--- src/rtl/pps_pkg.sv ---
package pps_pkg;

    localparam int ROWS    = 4;
    localparam int COLS    = 3;
    localparam int POS     = ROWS * COLS;
    localparam int NBRS    = 8;
    localparam int OUTER   = POS - 2;
    localparam int PAIR    = 2;
    localparam int A_POS   = 1 * COLS + 1;
    localparam int B_POS   = 2 * COLS + 1;
    localparam int K_NORTH = 1;

    typedef enum logic [1:0] {
        PASS_NONE = 2'b00,
        PASS_SP   = 2'b01,
        PASS_MR   = 2'b10,
        PASS_CU   = 2'b11
    } pass_e;

    typedef struct packed {
        logic mag;
        logic s0;
        logic s1;
        logic coded;
        logic live;
    } nbr_t;

    // row / column offset of neighbour slot k (NW,N,NE,W,E,SW,S,SE)
    function automatic int nbr_dr(input int k);
        return (k < 3) ? -1 : ((k < 5) ? 0 : 1);
    endfunction

    function automatic int nbr_dc(input int k);
        if (k < 3)       return k - 1;
        else if (k == 3) return -1;
        else if (k == 4) return 1;
        else             return k - 6;
    endfunction

    // index into the packed coded-flag vector for a non-centre position
    function automatic int coded_idx(input int r, input int c);
        if (r == 0)      return c;
        else if (r == 1) return (c == 0) ? 3 : 4;
        else if (r == 2) return (c == 0) ? 5 : 6;
        else             return 7 + c;
    endfunction

    function automatic logic view_bit(input pass_e v, input nbr_t n);
        logic any_sig;
        any_sig = n.s0 | n.s1;
        case (v)
            PASS_SP: view_bit = n.coded ? n.s0 : any_sig;
            PASS_MR: view_bit = n.coded ? n.s0 : (any_sig | n.mag);
            default: view_bit = any_sig;
        endcase
    endfunction

    function automatic logic [NBRS-1:0] pick_view(input pass_e p,
                                                  input logic [NBRS-1:0] sp,
                                                  input logic [NBRS-1:0] mr,
                                                  input logic [NBRS-1:0] cu);
        case (p)
            PASS_SP: pick_view = sp;
            PASS_MR: pick_view = mr;
            default: pick_view = cu;
        endcase
    endfunction

endpackage

--- src/rtl/pps_nbr_view.sv ---
module pps_nbr_view
    import pps_pkg::*;
(
    input  nbr_t [NBRS-1:0] nbr_i,
    output logic [NBRS-1:0] v_sp_o,
    output logic [NBRS-1:0] v_mr_o,
    output logic [NBRS-1:0] v_cu_o
);
    for (genvar k = 0; k < NBRS; k++) begin : g_slot
        assign v_sp_o[k] = nbr_i[k].live & view_bit(PASS_SP, nbr_i[k]);
        assign v_mr_o[k] = nbr_i[k].live & view_bit(PASS_MR, nbr_i[k]);
        assign v_cu_o[k] = nbr_i[k].live & view_bit(PASS_CU, nbr_i[k]);
    end
endmodule

--- src/rtl/pps_pass_classify.sv ---
module pps_pass_classify
    import pps_pkg::*;
(
    input  logic  s0_i,
    input  logic  s1_i,
    input  logic  any_sp_i,
    output pass_e pass_o
);
    always_comb begin
        if (s0_i | s1_i)   pass_o = PASS_MR;
        else if (any_sp_i) pass_o = PASS_SP;
        else               pass_o = PASS_CU;
    end
endmodule

--- src/rtl/pps_state_update.sv ---
module pps_state_update
    import pps_pkg::*;
(
    input  pass_e pass_i,
    input  logic  s0_i,
    input  logic  s1_i,
    input  logic  mag_i,
    output logic  s0_o,
    output logic  s1_o,
    output logic  refine_first_o
);
    always_comb begin
        s0_o           = s0_i;
        s1_o           = s1_i;
        refine_first_o = 1'b0;
        case (pass_i)
            PASS_SP: s0_o = s0_i | mag_i;
            PASS_MR: begin
                s0_o           = 1'b1;
                s1_o           = 1'b1;
                refine_first_o = s0_i ^ s1_i;
            end
            PASS_CU: s1_o = s1_i | mag_i;
            default: ;
        endcase
    end
endmodule

--- src/rtl/pps_sig_state.sv ---
module pps_sig_state
    import pps_pkg::*;
(
    input  logic              clk_i,
    input  logic              rst_i,
    input  logic              in_valid_i,
    input  logic              stripe_base_i,
    input  logic [POS-1:0]    mag_i,
    input  logic [POS-1:0]    sig0_i,
    input  logic [POS-1:0]    sig1_i,
    input  logic [OUTER-1:0]  coded_i,
    output logic              out_valid_o,
    output logic [1:0]        pass_a_o,
    output logic [1:0]        pass_b_o,
    output logic [NBRS-1:0]   nbr_a_o,
    output logic [NBRS-1:0]   nbr_b_o,
    output logic [PAIR-1:0]   refine_first_o,
    output logic [PAIR-1:0]   wb_sig0_o,
    output logic [PAIR-1:0]   wb_sig1_o
);
    nbr_t [NBRS-1:0] nb_raw [PAIR];
    logic [NBRS-1:0] v_sp [PAIR];
    logic [NBRS-1:0] v_mr [PAIR];
    logic [NBRS-1:0] v_cu [PAIR];

    // gather the neighbourhood of each sample of the pair
    for (genvar gs = 0; gs < PAIR; gs++) begin : g_samp
        for (genvar gk = 0; gk < NBRS; gk++) begin : g_nbr
            localparam int R  = gs + 1 + nbr_dr(gk);
            localparam int C  = 1 + nbr_dc(gk);
            localparam int P  = R * COLS + C;
            localparam bit IN_PAIR = (C == 1) && (R == 1 || R == 2);
            logic coded_w;
            logic live_w;
            if (IN_PAIR) begin : g_pair
                assign coded_w = 1'b0;          // partner is never coded yet
            end else begin : g_out
                assign coded_w = coded_i[coded_idx(R, C)];
            end
            if (R == ROWS - 1) begin : g_low
                assign live_w = ~stripe_base_i; // stripe-causal cut
            end else begin : g_up
                assign live_w = 1'b1;
            end
            assign nb_raw[gs][gk] = '{mag: mag_i[P], s0: sig0_i[P], s1: sig1_i[P],
                                      coded: coded_w, live: live_w};
        end

        pps_nbr_view u_view (
            .nbr_i  (nb_raw[gs]),
            .v_sp_o (v_sp[gs]),
            .v_mr_o (v_mr[gs]),
            .v_cu_o (v_cu[gs])
        );
    end

    // upper sample classification
    pass_e pass_a;
    pps_pass_classify u_cls_a (
        .s0_i     (sig0_i[A_POS]),
        .s1_i     (sig1_i[A_POS]),
        .any_sp_i (|v_sp[0]),
        .pass_o   (pass_a)
    );

    // lower sample sees a predicted upper sample
    logic            sp_term;
    logic [NBRS-1:0] eff_sp_b, eff_mr_b, eff_cu_b;
    always_comb begin
        case (pass_a)
            PASS_SP: sp_term = mag_i[A_POS];
            PASS_MR: sp_term = 1'b1;
            default: sp_term = 1'b0;
        endcase
        eff_sp_b          = v_sp[1];
        eff_mr_b          = v_mr[1];
        eff_cu_b          = v_cu[1];
        eff_sp_b[K_NORTH] = sig0_i[A_POS] | sp_term;
        eff_mr_b[K_NORTH] = sig0_i[A_POS] | sp_term;
        eff_cu_b[K_NORTH] = sig0_i[A_POS] | mag_i[A_POS];
    end

    pass_e pass_b;
    pps_pass_classify u_cls_b (
        .s0_i     (sig0_i[B_POS]),
        .s1_i     (sig1_i[B_POS]),
        .any_sp_i (|eff_sp_b),
        .pass_o   (pass_b)
    );

    // per-sample state write-back
    pass_e         pass_arr [PAIR];
    logic [PAIR-1:0] s0n, s1n, rf;
    assign pass_arr[0] = pass_a;
    assign pass_arr[1] = pass_b;

    for (genvar gs = 0; gs < PAIR; gs++) begin : g_upd
        localparam int SP = (gs == 0) ? A_POS : B_POS;
        pps_state_update u_upd (
            .pass_i         (pass_arr[gs]),
            .s0_i           (sig0_i[SP]),
            .s1_i           (sig1_i[SP]),
            .mag_i          (mag_i[SP]),
            .s0_o           (s0n[gs]),
            .s1_o           (s1n[gs]),
            .refine_first_o (rf[gs])
        );
    end

    always_ff @(posedge clk_i) begin
        if (rst_i) begin
            out_valid_o    <= 1'b0;
            pass_a_o       <= '0;
            pass_b_o       <= '0;
            nbr_a_o        <= '0;
            nbr_b_o        <= '0;
            refine_first_o <= '0;
            wb_sig0_o      <= '0;
            wb_sig1_o      <= '0;
        end else begin
            out_valid_o <= in_valid_i;
            if (in_valid_i) begin
                pass_a_o       <= pass_a;
                pass_b_o       <= pass_b;
                nbr_a_o        <= pick_view(pass_a, v_sp[0], v_mr[0], v_cu[0]);
                nbr_b_o        <= pick_view(pass_b, eff_sp_b, eff_mr_b, eff_cu_b);
                refine_first_o <= rf;
                wb_sig0_o      <= s0n;
                wb_sig1_o      <= s1n;
            end
        end
    end
endmodule

--- config.mk ---
export PLATFORM = sky130hd
export DESIGN_NAME = pps_sig_state
export DESIGN_NICKNAME = d
export VERILOG_FILES = /design/src/rtl/pps_pkg.sv /design/src/rtl/pps_nbr_view.sv /design/src/rtl/pps_pass_classify.sv /design/src/rtl/pps_state_update.sv /design/src/rtl/pps_sig_state.sv
export SDC_FILE = /design/constraint.sdc
export NUM_CORES = 1
export LEC_CHECK = 0
export BUFFER_PORTS_ARGS = -buffer_cell sky130_fd_sc_hd__buf_2
export CAP_MARGIN = 15
export CORE_ASPECT_RATIO = 0.9
export CORE_MARGIN = 3
export CORE_UTILIZATION = 51
export CTS_CLUSTER_SIZE = 12
export DETAILED_ROUTE_END_ITERATION = 8
export PLACE_DENSITY_LB_ADDON = 0.05
export SYNTH_ARGS = -nofsm -noshare
export SYNTH_HDL_FRONTEND = slang
export SYNTH_SLANG_ARGS = --single-unit
--- constraint.sdc ---
create_clock -name clk_i -period 7.5 [get_ports clk_i]
set_input_delay 0.75 -clock clk_i [delete_from_list [all_inputs] [get_ports clk_i]]
set_output_delay 0.75 -clock clk_i [all_outputs]
set_load 0.05 [all_outputs]
==> flow_metrics.env <==
export IMPL_finalNetCount=354
export IMPL_cts_num_sinks=27
export IMPL_cp_required_ps=7700
export IMPL_dpl_hpwl_um=3760
export IMPL_path_class="primary input to flip-flop"
export IMPL_peakVddDrop_mv=0.111
export IMPL_path_max_fanout=10
export IMPL_rr_startpoint="nbr_b_o[7]"
export IMPL_antenna_found_initial=0
export IMPL_vias=1911
export IMPL_p_leak_nw=0.978
export IMPL_ys_flop_type="dfxtp_1"
export IMPL_gp_congestion=0.937
export IMPL_outcome="finished, final reports clean"
export IMPL_fmax_mhz=325
export IMPL_ys_seq_area_share_pct=30.6
export IMPL_grt_max_degree=40
export IMPL_htree_levels=1
export IMPL_grt_util_all_layers_pct=24.1
export IMPL_wl_um=4950
export IMPL_postCtsSetupRepairBufs=0
export IMPL_antenna_left=0
export IMPL_cap_viol_max_count=0
export IMPL_cts_clk_slew_worst_paths_ps=100
export IMPL_finalCriticalPeriod_ps=3070
export IMPL_clk_path_buf_depth=2
export IMPL_drc=0
export IMPL_ys_async_sr_fraction_pct=0
export IMPL_slowest_stage="or4_4"
export IMPL_rsz0062_at_grt="false"
export IMPL_worstMarginPinSlew_ps=872
export IMPL_setup_ws_ps=4430
export IMPL_synthDistinctLibCells=44
export IMPL_antennaDiodeCount=0
export IMPL_syn_inst=232
export IMPL_synth_edf_count=0
export IMPL_cts_tree="built"
export IMPL_insertion_delay_ps=280
export IMPL_hold_path_class="flip-flop to flip-flop"
export IMPL_final_max_slew_viol_count=0
export IMPL_final_common_cell="buf_2"
export IMPL_drive_gt1_share_pct=30.8
export IMPL_power_density_nw_per_um2=167
export IMPL_dp_cells=337
export IMPL_syn_cell_area_um2=1770
export IMPL_hold_viol_final=0
export IMPL_end_kind="flip-flop"
export IMPL_cts_buffers=3
export IMPL_initial_core_util_pct=55.5
export IMPL_synthesis_nets=286
export IMPL_vias_per_cell=5.60
export IMPL_critPathMaxStageDelay_ps=620
export IMPL_root_buffer="clkbuf_8"
export IMPL_fin_crit_sh_pct=41.0
export IMPL_finalClockSkew_ps=0
export IMPL_hold_start="wb_sig1_o[1]"
export IMPL_holdWs_ps=449
export IMPL_fp_dieArea_um2=4210
export IMPL_drt_iter0_markers=120
export IMPL_ys_ff_latch=27
export IMPL_cts_hold_buf=0
export IMPL_core_area_um2=3190
export IMPL_crit_arrival_ps=3280
export IMPL_cp_startpoint="sig0_i[7]"
export IMPL_cp_cell_sequence="buf_2 -> inv_1 -> ha_1 -> o2111ai_1 -> or4_4 -> a2111oi_4 -> mux2_1 -> a211oi_1"
export IMPL_fin_tns_setup_ps=0
export IMPL_wl_per_cell_um=14.5
export IMPL_cts_resized=0
export IMPL_drt_pass1_iter_count=4
export IMPL_grt_pass1_vias=1673
export IMPL_io_buffers=76
export IMPL_synth_warnings=0
export IMPL_num_rows=19
export IMPL_die_x_um=68.1
export IMPL_grt_pass1_wl_um=7680
export IMPL_most_common_layout_cells="buf_2 (76), nor2_1 (28), dfxtp_1 (27), o21ai_0 (26), a21oi_1 (21)"
export IMPL_crit_path_start_kind="primary input"
export IMPL_dieHeight_um=61.9
export IMPL_area_growth_pct=23.9
export IMPL_grt_ovfl_total=0
export IMPL_setup_violations=0
export IMPL_stdcell_count=341
export IMPL_synth_area_per_cell_um2=7.62
export IMPL_ios=77
export IMPL_slew_limit_headroom_pct=41.4
export IMPL_dp_slack_ps=4140
## report_power, final
part | internal [W] | total, W | switching (W) | leakage [nW]
registers | 0.000154 | 0.000159 | 0.00000489 | 0.224
logic | 0.0000371 | 0.000119 | 0.0000821 | 0.728
clock network | 0.0000374 | 0.0000878 | 0.0000504 | 0.0255
## metrics by stage
stage / power [W] / util [%] / cell area [um2]
after floorplan: 0.000243 / - / 1770
after global placement: 0.000280 / 67.3 / 2140
after detailed placement: 0.000281 / 67.3 / 2140
after CTS: 0.000366 / 68.8 / 2190
after global routing: 0.000384 / 68.8 / 2190
final: 0.000366 / 68.8 / 2190
## layer usage
layer  track usage, %  vias to the layer above  wire, um
met5                0                        -         0
met1             34.0                      867      2380
li1                 -                      970         -
met4             7.65                        0        48
met2             37.8                       69      2130
met3             3.60                        5       383
## area by class of cell
class,instances,area [um2]
Clock inverter,1,5.00
Inverter,20,75.1
Tap cell,42,52.6
Clock buffer,3,41.3
Timing Repair Buffer,76,380
Fill cell,308,995
Multi-Input combinational cell,172,1100
Sequential cell,27,541
## logic make-up (layout without fill, tap and decap cells)
logic type                 count (synthesis)  count (layout)  synth area share [%]
AOI/OAI and AO/OA                         90              90                  35.4
and+or+nand+nor                           71              71                  19.7
buffers and inverters                     33             100                  7.43
DFF                                       27              27                  30.6
muxes                                      7               7                  4.10
adders and majority gates                  4               4                  2.83
## registers in the layout (all words and copies together), names as in the netlist
| name | count |
|---|---|
| nbr_a_o | 8 |
| pass_a_o | 2 |
| wb_sig1_o | 2 |
| pass_b_o | 2 |
| out_valid_o | 1 |
| wb_sig0_o | 2 |
| nbr_b_o | 8 |
| refine_first_o | 2 |
## cells in the mapped netlist (2+ instances only)
| library cell | instances | share of area [%] |
|---|---|---|
| nand3_1 | 3 | 0.85 |
| o211ai_1 | 7 | 3.0 |
| o2111ai_1 | 3 | 1.5 |
| nand2b_1 | 8 | 2.8 |
| nand2_1 | 16 | 3.4 |
| nor4_1 | 2 | 0.71 |
| a211oi_1 | 4 | 1.7 |
| a32o_1 | 2 | 1.1 |
| nor3_1 | 4 | 1.1 |
| inv_1 | 18 | 3.8 |
| ha_1 | 4 | 2.8 |
| clkbuf_1 | 12 | 2.5 |
| mux2i_1 | 5 | 2.8 |
| o21bai_1 | 2 | 0.85 |
| o21ba_2 | 2 | 1.1 |
| o22ai_1 | 3 | 1.1 |
| o21ai_1 | 2 | 0.57 |
| nor2b_1 | 4 | 1.4 |
| a311oi_1 | 4 | 2.0 |
| clkinv_1 | 2 | 0.42 |
| a21oi_1 | 21 | 5.9 |
| nor2_1 | 28 | 5.9 |
| dfxtp_1 | 27 | 31 |
| a2111oi_4 | 2 | 3.1 |
| o21ai_0 | 26 | 7.4 |
| o21a_1 | 2 | 0.85 |
| a22o_1 | 2 | 0.99 |
## worst max-delay path: cells and delay by family
kind                     cells  cell delay (ps)
multiplexers                 1              370
buffers and inverters        2              200
adder cells (fa/ha/maj)      1              380
AND/OR/NAND/NOR              1              620
AO/OA/AOI/OAI                3              960
## final timing paths
kind | cells past startpoint | to | slack (ps)
setup / recovery | 8 | nbr_b_o[4] | 4430
hold / removal | 2 | wb_sig1_o[1] | 450
hold reg to reg | 2 | wb_sig1_o[1] | 450
setup reg to reg | 4 | nbr_b_o[7] | 6660
Power figures use the tool's default switching activity.
